`src/rtl/wdt_keyed_pkg.sv`:
```
package wdt_keyed_pkg;

  // Register access kind, decoded from byte address bits 3:2
  typedef enum logic [1:0] {
    ACC_WRITE = 2'b00,
    ACC_CLR   = 2'b01,
    ACC_SET   = 2'b10,
    ACC_RSVD  = 2'b11
  } acc_kind_e;

  // Bit positions software relies on
  localparam int EN_BIT    = 15;
  localparam int FLAG_BIT  = 4;
  localparam int PS_LSB    = 8;
  localparam int PS_W      = 5;
  localparam int CS_LSB    = 6;
  localparam int CS_W      = 2;
  localparam int WIN_BIT   = 0;
  localparam int DATA_W    = 32;
  localparam int HALF_W    = 16;

endpackage

```
`src/rtl/wdt_tick_counter.sv`:
```
module wdt_tick_counter #(
  parameter int PRE_DIV  = 32,
  parameter int POST_SEL = 20
) (
  input  logic clk_i,
  input  logic rst_i,
  input  logic en_i,
  input  logic restart_i,
  output logic expire_o
);

  localparam int PRE_W  = (PRE_DIV > 1) ? $clog2(PRE_DIV) : 1;
  localparam int POST_W = POST_SEL + 1;
  localparam logic [PRE_W-1:0]  PRE_LAST  = PRE_W'(PRE_DIV - 1);
  localparam logic [POST_W-1:0] POST_LAST = POST_W'((64'd1 << POST_SEL) - 64'd1);

  logic [PRE_W-1:0]  pre_q;
  logic [POST_W-1:0] post_q;
  logic              expire_q;

  always_ff @(posedge clk_i) begin
    if (rst_i) begin
      pre_q    <= '0;
      post_q   <= '0;
      expire_q <= 1'b0;
    end else if (restart_i) begin
      pre_q    <= '0;
      post_q   <= '0;
      expire_q <= 1'b0;
    end else begin
      expire_q <= 1'b0;
      if (en_i) begin
        if (pre_q == PRE_LAST) begin
          pre_q <= '0;
          if (post_q == POST_LAST) begin
            post_q   <= '0;
            expire_q <= 1'b1;
          end else begin
            post_q <= post_q + 1'b1;
          end
        end else begin
          pre_q <= pre_q + 1'b1;
        end
      end
    end
  end

  assign expire_o = expire_q;

  // a stopped counter keeps its value
  a_r6_hold_when_off: assert property (@(posedge clk_i) disable iff (rst_i)
    (!en_i && !restart_i) |=> ($stable(pre_q) && $stable(post_q)));

  // the key restarts both stages
  a_r7_restart_zero: assert property (@(posedge clk_i) disable iff (rst_i)
    restart_i |=> (pre_q == '0 && post_q == '0 && !expire_q));

  generate
    if (PRE_DIV > 1 || POST_SEL > 0) begin : g_pulse_chk
      // the request is a single-cycle pulse
      a_r5_single_pulse: assert property (@(posedge clk_i) disable iff (rst_i)
        expire_q |=> !expire_q);
    end
  endgenerate

endmodule

```
`src/rtl/wdt_regs.sv`:
```
module wdt_regs
  import wdt_keyed_pkg::*;
#(
  parameter int          POST_SEL = 20,
  parameter int          CLK_SEL  = 0,
  parameter bit          WIN_EN   = 1'b0,
  parameter logic [15:0] KEY      = 16'h5743
) (
  input  logic              clk_i,
  input  logic              sys_rst_i,
  input  logic              por_i,
  input  logic              req_i,
  input  logic              we_i,
  input  logic [2:0]        sel_i,
  input  logic [3:0]        be_i,
  input  logic [DATA_W-1:0] wdata_i,
  input  logic              expire_i,
  output logic              en_o,
  output logic              restart_o,
  output logic [DATA_W-1:0] rdata_o,
  output logic              rvalid_o
);

  localparam logic [PS_W-1:0] PS_FIELD = PS_W'(POST_SEL);
  localparam logic [CS_W-1:0] CS_FIELD = CS_W'(CLK_SEL);

  logic              en_q, en_d;
  logic              lock_q;
  logic              flag_q, flag_d;
  logic [DATA_W-1:0] rdata_q;
  logic              rvalid_q;
  logic              accept;
  logic              ctrl_hit, stat_hit;
  acc_kind_e         kind;
  logic [DATA_W-1:0] ctrl_word, stat_word;

  assign accept   = req_i && !lock_q && !sys_rst_i;
  assign kind     = acc_kind_e'(sel_i[1:0]);
  assign ctrl_hit = !sel_i[2];
  assign stat_hit = sel_i[2];

  // Enable bit next state
  always_comb begin
    en_d = en_q;
    if (accept && we_i && ctrl_hit && be_i[1]) begin
      unique case (kind)
        ACC_WRITE: en_d = wdata_i[EN_BIT];
        ACC_CLR:   if (wdata_i[EN_BIT]) en_d = 1'b0;
        ACC_SET:   if (wdata_i[EN_BIT]) en_d = 1'b1;
        default:   en_d = en_q;
      endcase
    end
  end

  // Key detection on the upper half-word of the base address
  assign restart_o = accept && we_i && ctrl_hit && (kind == ACC_WRITE) &&
                     (be_i[3:2] == 2'b11) && (wdata_i[DATA_W-1:HALF_W] == KEY);

  // Expiry flag next state; expiry has priority
  always_comb begin
    flag_d = flag_q;
    if (accept && we_i && stat_hit && be_i[0]) begin
      unique case (kind)
        ACC_WRITE: flag_d = wdata_i[FLAG_BIT];
        ACC_CLR:   if (wdata_i[FLAG_BIT]) flag_d = 1'b0;
        ACC_SET:   if (wdata_i[FLAG_BIT]) flag_d = 1'b1;
        default:   flag_d = flag_q;
      endcase
    end
    if (expire_i) flag_d = 1'b1;
  end

  always_comb begin
    ctrl_word = '0;
    ctrl_word[EN_BIT]                = en_q;
    ctrl_word[PS_LSB +: PS_W]        = PS_FIELD;
    ctrl_word[CS_LSB +: CS_W]        = CS_FIELD;
    ctrl_word[WIN_BIT]               = WIN_EN;
    stat_word = '0;
    stat_word[FLAG_BIT]              = flag_q;
  end

  always_ff @(posedge clk_i) begin
    if (sys_rst_i) begin
      en_q     <= 1'b0;
      lock_q   <= 1'b0;
      rdata_q  <= '0;
      rvalid_q <= 1'b0;
    end else begin
      en_q     <= en_d;
      lock_q   <= en_q && !en_d;
      rvalid_q <= accept && !we_i;
      rdata_q  <= (accept && !we_i) ? (ctrl_hit ? ctrl_word : stat_word) : '0;
    end
  end

  always_ff @(posedge clk_i) begin
    if (por_i) flag_q <= 1'b0;
    else       flag_q <= flag_d;
  end

  assign en_o     = en_q;
  assign rdata_o  = rdata_q;
  assign rvalid_o = rvalid_q;

  logic unused_wdata;
  assign unused_wdata = ^wdata_i;

  // an access in the lockout cycle is dropped
  a_r10_lock_drops: assert property (@(posedge clk_i) disable iff (sys_rst_i)
    lock_q |=> (!rvalid_q && $stable(en_q) && !$past(restart_o)));

  // an accepted read answers in the next cycle
  a_r2_read_answers: assert property (@(posedge clk_i) disable iff (sys_rst_i)
    (req_i && !we_i && !lock_q) |=> rvalid_q);

  // expiry always leaves the flag set
  a_r9_expire_flags: assert property (@(posedge clk_i) disable iff (por_i)
    expire_i |=> flag_q);

  // system reset alone keeps the flag
  a_r11_flag_kept: assert property (@(posedge clk_i) disable iff (por_i)
    (sys_rst_i && !expire_i) |=> $stable(flag_q));

endmodule

```
`src/rtl/wdt_keyed.sv`:
```
module wdt_keyed
  import wdt_keyed_pkg::*;
#(
  parameter int          ADDR_W   = 8,
  parameter int          PRE_DIV  = 32,
  parameter int          POST_SEL = 20,
  parameter int          CLK_SEL  = 0,
  parameter bit          WIN_EN   = 1'b0,
  parameter logic [15:0] KEY      = 16'h5743
) (
  input  logic              clk_i,
  input  logic              rst_i,
  input  logic              por_i,
  input  logic              bus_req_i,
  input  logic              bus_we_i,
  input  logic [ADDR_W-1:0] bus_addr_i,
  input  logic [3:0]        bus_be_i,
  input  logic [31:0]       bus_wdata_i,
  output logic [31:0]       bus_rdata_o,
  output logic              bus_rvalid_o,
  output logic              rst_req_o
);

  logic sys_rst;
  logic en;
  logic restart;
  logic expire;

  assign sys_rst = rst_i || por_i;

  wdt_regs #(
    .POST_SEL (POST_SEL),
    .CLK_SEL  (CLK_SEL),
    .WIN_EN   (WIN_EN),
    .KEY      (KEY)
  ) u_regs (
    .clk_i     (clk_i),
    .sys_rst_i (sys_rst),
    .por_i     (por_i),
    .req_i     (bus_req_i),
    .we_i      (bus_we_i),
    .sel_i     (bus_addr_i[4:2]),
    .be_i      (bus_be_i),
    .wdata_i   (bus_wdata_i),
    .expire_i  (expire),
    .en_o      (en),
    .restart_o (restart),
    .rdata_o   (bus_rdata_o),
    .rvalid_o  (bus_rvalid_o)
  );

  wdt_tick_counter #(
    .PRE_DIV  (PRE_DIV),
    .POST_SEL (POST_SEL)
  ) u_count (
    .clk_i     (clk_i),
    .rst_i     (sys_rst),
    .en_i      (en),
    .restart_i (restart),
    .expire_o  (expire)
  );

  assign rst_req_o = expire;

  logic unused_addr;
  assign unused_addr = ^bus_addr_i;

  // no request while held in reset
  a_r1_quiet_in_reset: assert property (@(posedge clk_i)
    sys_rst |=> (!rst_req_o && !bus_rvalid_o));

endmodule

```
`config.mk`:
```
export PLATFORM = sky130hd
export DESIGN_NAME = wdt_keyed
export DESIGN_NICKNAME = d
export VERILOG_FILES = /design/src/rtl/wdt_keyed_pkg.sv /design/src/rtl/wdt_tick_counter.sv /design/src/rtl/wdt_regs.sv /design/src/rtl/wdt_keyed.sv
export SDC_FILE = /design/constraint.sdc
export NUM_CORES = 1
export LEC_CHECK = 0
export ABC_AREA = 1
export BUFFER_PORTS_ARGS = -buffer_cell sky130_fd_sc_hd__buf_2
export CAP_MARGIN = 20
export CORE_ASPECT_RATIO = 0.9
export CORE_MARGIN = 4
export CORE_UTILIZATION = 49
export DETAILED_ROUTE_END_ITERATION = 8
export PLACE_DENSITY = 0.8
export SLEW_MARGIN = 25
export SYNTH_ARGS = -nofsm -noshare
export SYNTH_HDL_FRONTEND = slang
export SYNTH_SLANG_ARGS = --single-unit
```
`constraint.sdc`:
```
create_clock -name clk_i -period 2.1 [get_ports clk_i]
set_clock_uncertainty 0.15 [all_clocks]
set_input_delay 0.21 -clock clk_i [delete_from_list [all_inputs] [get_ports clk_i]]
set_output_delay 0.21 -clock clk_i [all_outputs]
set_load 0.02 [all_outputs]
```
== Word level (Yosys, flattened, before mapping) ==
Cells that the tools add are included.
Cells by class
  add/sub/neg operators: 2
  eq/ne operators: 8
  mux-type cells: 13
  bitwise operators: 4
  reductions and logical operators: 28
Operators with widths (number)
  21-bit by 1-bit adder with 21-bit output, second input constant: 1
  21-bit by 20-bit == test with 1-bit output, second input constant: 1
  21-bit 2-to-1 mux: 1
  16-bit by 15-bit == test with 1-bit output, second input constant: 1
  13-bit 2-to-1 mux: 1
  1-bit logical AND: 12
  1-bit 2-to-1 mux: 8
  3-bit by 2-bit inequality test with 1-bit output, second input constant: 2
  1-bit one-hot mux with 3 select lines: 2
  3-bit OR reduction: 2
  5-bit by 1-bit adder with 5-bit output, second input constant: 1
  5-bit == test, second input constant: 1
  1-bit zero test: 5
  5-bit 2-to-1 mux: 1
  2-bit == test, second input constant: 2
  1-bit inverter: 4
  4-bit AND reduction: 1
  4-bit nonzero test: 1
  2-bit OR reduction: 2
  4-bit OR reduction: 1
  2-bit by 1-bit == test with 1-bit output, second input constant: 1
  2-bit zero test: 1
  2-bit AND reduction: 1
  2-bit nonzero test: 1
  1-bit logical OR: 1
Word-level totals
  flip-flop bits (word level): 63
  logic and storage cells: 65

== Depth between registers and ports, before layout ==
  depth after elaboration: 9
  gate-level depth with buffers: 13

== Hierarchy ==
From an unflattened synthesis, not the netlist that was laid out.
Second synthesis, totals
  cells, all modules: 319
  area, all modules: 2192.1 um2
Modules (own cells, without submodules)
  wdt_tick_counter: times used 1, cells each 217, area an instance 1491.4 um2, seq. area each 540.5 um2
  wdt_regs: times used 1, cells each 99, area an instance 689.4 um2, seq. area each 140.1 um2
  wdt_keyed: times used 1, cells each 3, area an instance 11.3 um2, seq. area each 0.0 um2

== Worst setup path before layout ==
Ideal clock, no wire load.
  path type: register to register
  start: register u_count.pre_q[0]
  end: register u_count.post_q[11]
  setup time: 0.117 ns
  arrival time: 1.562 ns
  required time: 1.833 ns
  setup slack: 0.271 ns
  stages on the path, launching flop included: 12
  cells stage by stage: dfxtp_1 ha_1 nand2_1 nor2_1 ha_1 nand2_4 nor2_4 nand2_2 nor2_2 nand2_1 nand3_2 nor2_1
Between the ends
  longest elaborated chain between the ends: 2
Ends and longest elaborated chain
  start: declaration: RTL line wdt_tick_counter.sv:17  | logic [PRE_W-1:0] pre_q;
  start signal: assignment: RTL line wdt_tick_counter.sv:42  | pre_q <= pre_q + 1'b1;
  5-bit == test: RTL line wdt_tick_counter.sv:33  | if (pre_q == PRE_LAST) begin
  2-bit AND reduction (no source line)
  end signal: assignment: RTL line wdt_tick_counter.sv:39  | post_q <= post_q + 1'b1;
  end: declaration: RTL line wdt_tick_counter.sv:18  | logic [POST_W-1:0] post_q;
Every way passes these cells.
A chain may end at the register's enable or synchronous reset.

== Final worst setup path ==
Ends and elaborated chain as after synthesis.

==> flow_metrics.tcl <==
set metrics [dict create \
    cp-start-kind "flop" \
    timing.critical_path.buf_inv 0 \
    grt_max_degree 19 \
    effective_utilization_at_floorplan_pct 51.31 \
    worst-setup-path-type "reg2reg" \
    grt.total_usage_pct 15.18 \
    htree_levels 2 \
    layout-drive-gt1-share_pct 20.47 \
    number_of_synthesized_flops_with_an_enable_pin 0 \
    post-place-ws_ps 76.78 \
    drt_wl_total_um 4040 \
    clk_pin_slew_worst_paths_ps 70 \
    power.combinational.fraction_pct 9.7 \
    post-route-cell-area_sq_um 2345 \
    worst_ir_drop_vdd_v 0.0002404 \
    ioPinCount 83 \
    vias 1815 \
    layout_stage_area_growth_over_the_synthesis_result_pct 11.42 \
    wl_per_cell_um 10.36 \
    diodes 0 \
    netSwitchingFraction_pct 24.57 \
    total_leakage_power_nw 1.035 \
    setup_ws_ps 152.3 \
    fp-row-count 22 \
    numClockSinks 34 \
    cts_buf_count 5 \
    worst_path_required_time_ps 2120 \
    timing.hold.worst.class "in2reg" \
    yosysMostFrequentCell "sky130_fd_sc_hd__nor2_1" \
    power.share.sequential_pct 52.3 \
    cts-root-to-sink-buffers 2 \
    finalHoldWorstSlack_ps 17.24 \
    ys_dominant_reg_cell "sky130_fd_sc_hd__dfxtp_1" \
    post_cts.repair.setup_buffers 0 \
    synth.yosys.seq_area_share_pct 32.34 \
    design.final.nets 399 \
    outcome "finished clean" \
    synth_top_cells_by_area "sky130_fd_sc_hd__dfxtp_1 32%, sky130_fd_sc_hd__buf_4 10%, sky130_fd_sc_hd__nor2_1 10%, sky130_fd_sc_hd__nand2_1 10%, sky130_fd_sc_hd__inv_1 6.4%" \
    grt_pass1_wl_um 6796 \
    internal_power_mw 0.9325 \
    synth_top_cell_by_area "sky130_fd_sc_hd__dfxtp_1" \
    grt_pass1_vias 1627 \
    regToRegSetupSlack_ps 150 \
    ys_async_sr_fraction_pct 0 \
    maxSlewViolCount 0 \
    place.port_buffers 35 \
    finalPower_mw 1.236 \
    design.core.area_sq_um 4101 \
    drc 0 \
    critical_path.max_stage_delay_ps 340 \
    ys_types 26 \
    layout_worst_path_cycle_share_pct 92.75 \
    die_w_um 77.08 \
    clock_network_fraction_of_total_power_pct 38.0 \
    syn_warnings 0 \
    finalCriticalPeriod_ps 1948 \
    gp_congestion 0.8338 \
    cp_max_fo 9 \
    max-cap-violations 0 \
    drt_pass1_iterations 4 \
    crit_path_cell_trace "ha_2, nand2_1, nor2_2, ha_2, nand2_4, nor2_4, nand2_2, nor2_2, nand2_1, nand3_2, nor2_1" \
    critPathSlowestCell "sky130_fd_sc_hd__dfxtp_1" \
    worst_skew_pair.late_latency_ps 280 \
    cell_family_with_most_cp_delay "simple AND/OR/NAND/NOR gates" \
    detail_route.iter0.violations 78 \
    power_switching_mw 0.3037 \
    post_synth_instance_area_sq_um 2105 \
    power-per-cell-area_nw_per_um2 527.2 \
    fill_cells 397 \
    antenna_violations_before_repair 0 \
    timing.final.hold_violations 0 \
    clockRootBuffer "sky130_fd_sc_hd__clkbuf_8" \
    post_synth_inst_count 299 \
    critical_path_arrival_ps 1970 \
    die_area_sq_um 5409 \
    chipHeight_um 70.17 \
    finalSetupViolCount 0 \
    vias_per_inst 4.654 \
    avgSynthCellArea_sq_um 7.039 \
    post_dp_cell_area_sq_um 2235 \
    drt.antenna.violating_nets 0 \
    hpwl_after_dpl_um 3170 \
    cts_tree "done" \
    grt_overflow_total 0 \
    post-route-util_pct 57.17 \
    synth-seq-cells 34 \
    synth_common_cells "57 x sky130_fd_sc_hd__nor2_1, 56 x sky130_fd_sc_hd__nand2_1, 36 x sky130_fd_sc_hd__inv_1, 34 x sky130_fd_sc_hd__dfxtp_1, 29 x sky130_fd_sc_hd__buf_4" \
    timing.fmax_mhz 513.4 \
    endpoint_kind "flop" \
    synth_top_area_share_pct 32.34 \
]
==> flip-flops by register name (all words and copies together), names as in the netlist <==
name	count
u_count.post_q	21
u_count.pre_q	5
u_regs.rdata_o	3
u_count.expire_o	1
u_regs.en_o	1
u_regs.flag_q	1
u_regs.lock_q	1
u_regs.rvalid_o	1
==> through the flow <==
step / setup TNS, ps / instances
2_1_floorplan: 0 / 326
3_3_place_gp: 0 / 383
3_5_place_dp: 0 / 383
4_1_cts: 0 / 390
5_1_grt: -8.918 / 390
6_report: 0 / 390
==> layer usage <==
metal,track usage [%],up-vias,routed length [um]
met5,0,-,0
met4,6.324,0,60
met3,3.737,8,238
met2,24.95,42,1892
met1,18.92,807,1849
li1,-,958,-
==> logic make-up (layout without fill, tap and decap cells) <==
logic type | after synthesis | count (layout) | synth area share [%]
buffers and inverters | 68 | 84 | 18.37
adders and majority gates | 7 | 7 | 4.162
DFF | 34 | 34 | 32.34
AOI/OAI and AO/OA | 16 | 16 | 4.221
and+or+nand+nor | 160 | 160 | 35.31
other | 1 | 28 | 0.1782
xor gates and xnor gates | 13 | 13 | 5.410
==> placed cells by master, fill, tap and decap left out, types with 2 or more instances in the layout <==
cell / count
sky130_fd_sc_hd__buf_2: 35
sky130_fd_sc_hd__ha_1: 5
sky130_fd_sc_hd__xor2_1: 7
sky130_fd_sc_hd__inv_1: 36
sky130_fd_sc_hd__conb_1: 28
sky130_fd_sc_hd__nor2_4: 2
sky130_fd_sc_hd__clkbuf_8: 6
sky130_fd_sc_hd__nor3_1: 5
sky130_fd_sc_hd__nand2_1: 56
sky130_fd_sc_hd__xnor2_1: 6
sky130_fd_sc_hd__nand2_4: 2
sky130_fd_sc_hd__nor2_1: 54
sky130_fd_sc_hd__nor2_2: 7
sky130_fd_sc_hd__o21ai_0: 6
sky130_fd_sc_hd__nand2_2: 2
sky130_fd_sc_hd__nand3_1: 17
sky130_fd_sc_hd__nand4_1: 8
sky130_fd_sc_hd__dfxtp_1: 33
sky130_fd_sc_hd__ha_2: 2
sky130_fd_sc_hd__buf_4: 5
sky130_fd_sc_hd__nand3_2: 3
sky130_fd_sc_hd__a21oi_1: 8
==> final timing paths <==
path / from / end / depth (start not counted)
min: bus_addr_i[4] / u_regs.rdata_o[10]$_SDFF_PP0_ / 2
max reg2reg: u_count.pre_q[0]$_SDFFE_PP0P_ / u_count.post_q[11]$_SDFFE_PP0N_ / 11
max: u_count.pre_q[0]$_SDFFE_PP0P_ / u_count.post_q[11]$_SDFFE_PP0N_ / 11
min reg2reg: u_regs.flag_q$_SDFFE_PP0P_ / u_regs.rdata_o[4]$_SDFF_PP0_ / 2
==> layout make-up <==
class	count	area, sq um	share of cell area, %
multi-input cells	224	1151	49.09
flip-flops and latches	34	681.9	29.08
repair buffers	42	234.0	9.979
inverters	36	135.1	5.763
clock buffers	6	82.58	3.522
well taps	48	60.06	2.561
==> worst reg2reg max path, stage by stage, from the launching register on <==
cell,delay (ps)
sky130_fd_sc_hd__dfxtp_1,340
sky130_fd_sc_hd__ha_2,200
sky130_fd_sc_hd__nand2_1,70
sky130_fd_sc_hd__nor2_2,100
sky130_fd_sc_hd__ha_2,210
sky130_fd_sc_hd__nand2_4,70
sky130_fd_sc_hd__nor2_4,120
sky130_fd_sc_hd__nand2_2,70
sky130_fd_sc_hd__nor2_2,150
sky130_fd_sc_hd__nand2_1,100
sky130_fd_sc_hd__nand3_2,210
sky130_fd_sc_hd__nor2_1,70
==> power groups by stage <==
stage	Combinational (mW)	Sequential [mW]	Clock, mW
after global placement	0.116	0.661	0
after global routing	0.131	0.646	0.504
final	0.120	0.646	0.470
after floorplan	0.120	0.662	0
after detailed placement	0.117	0.661	0
after CTS	0.119	0.646	0.478
==> what timing repair did <==
action                                  CTS  global route
hold buffers                              1             0
endpoints found under the setup margin    0            11
gates resized for setup                   0             7
hold endpoints to repair                  1             0
(Power assumes the default switching activity.)
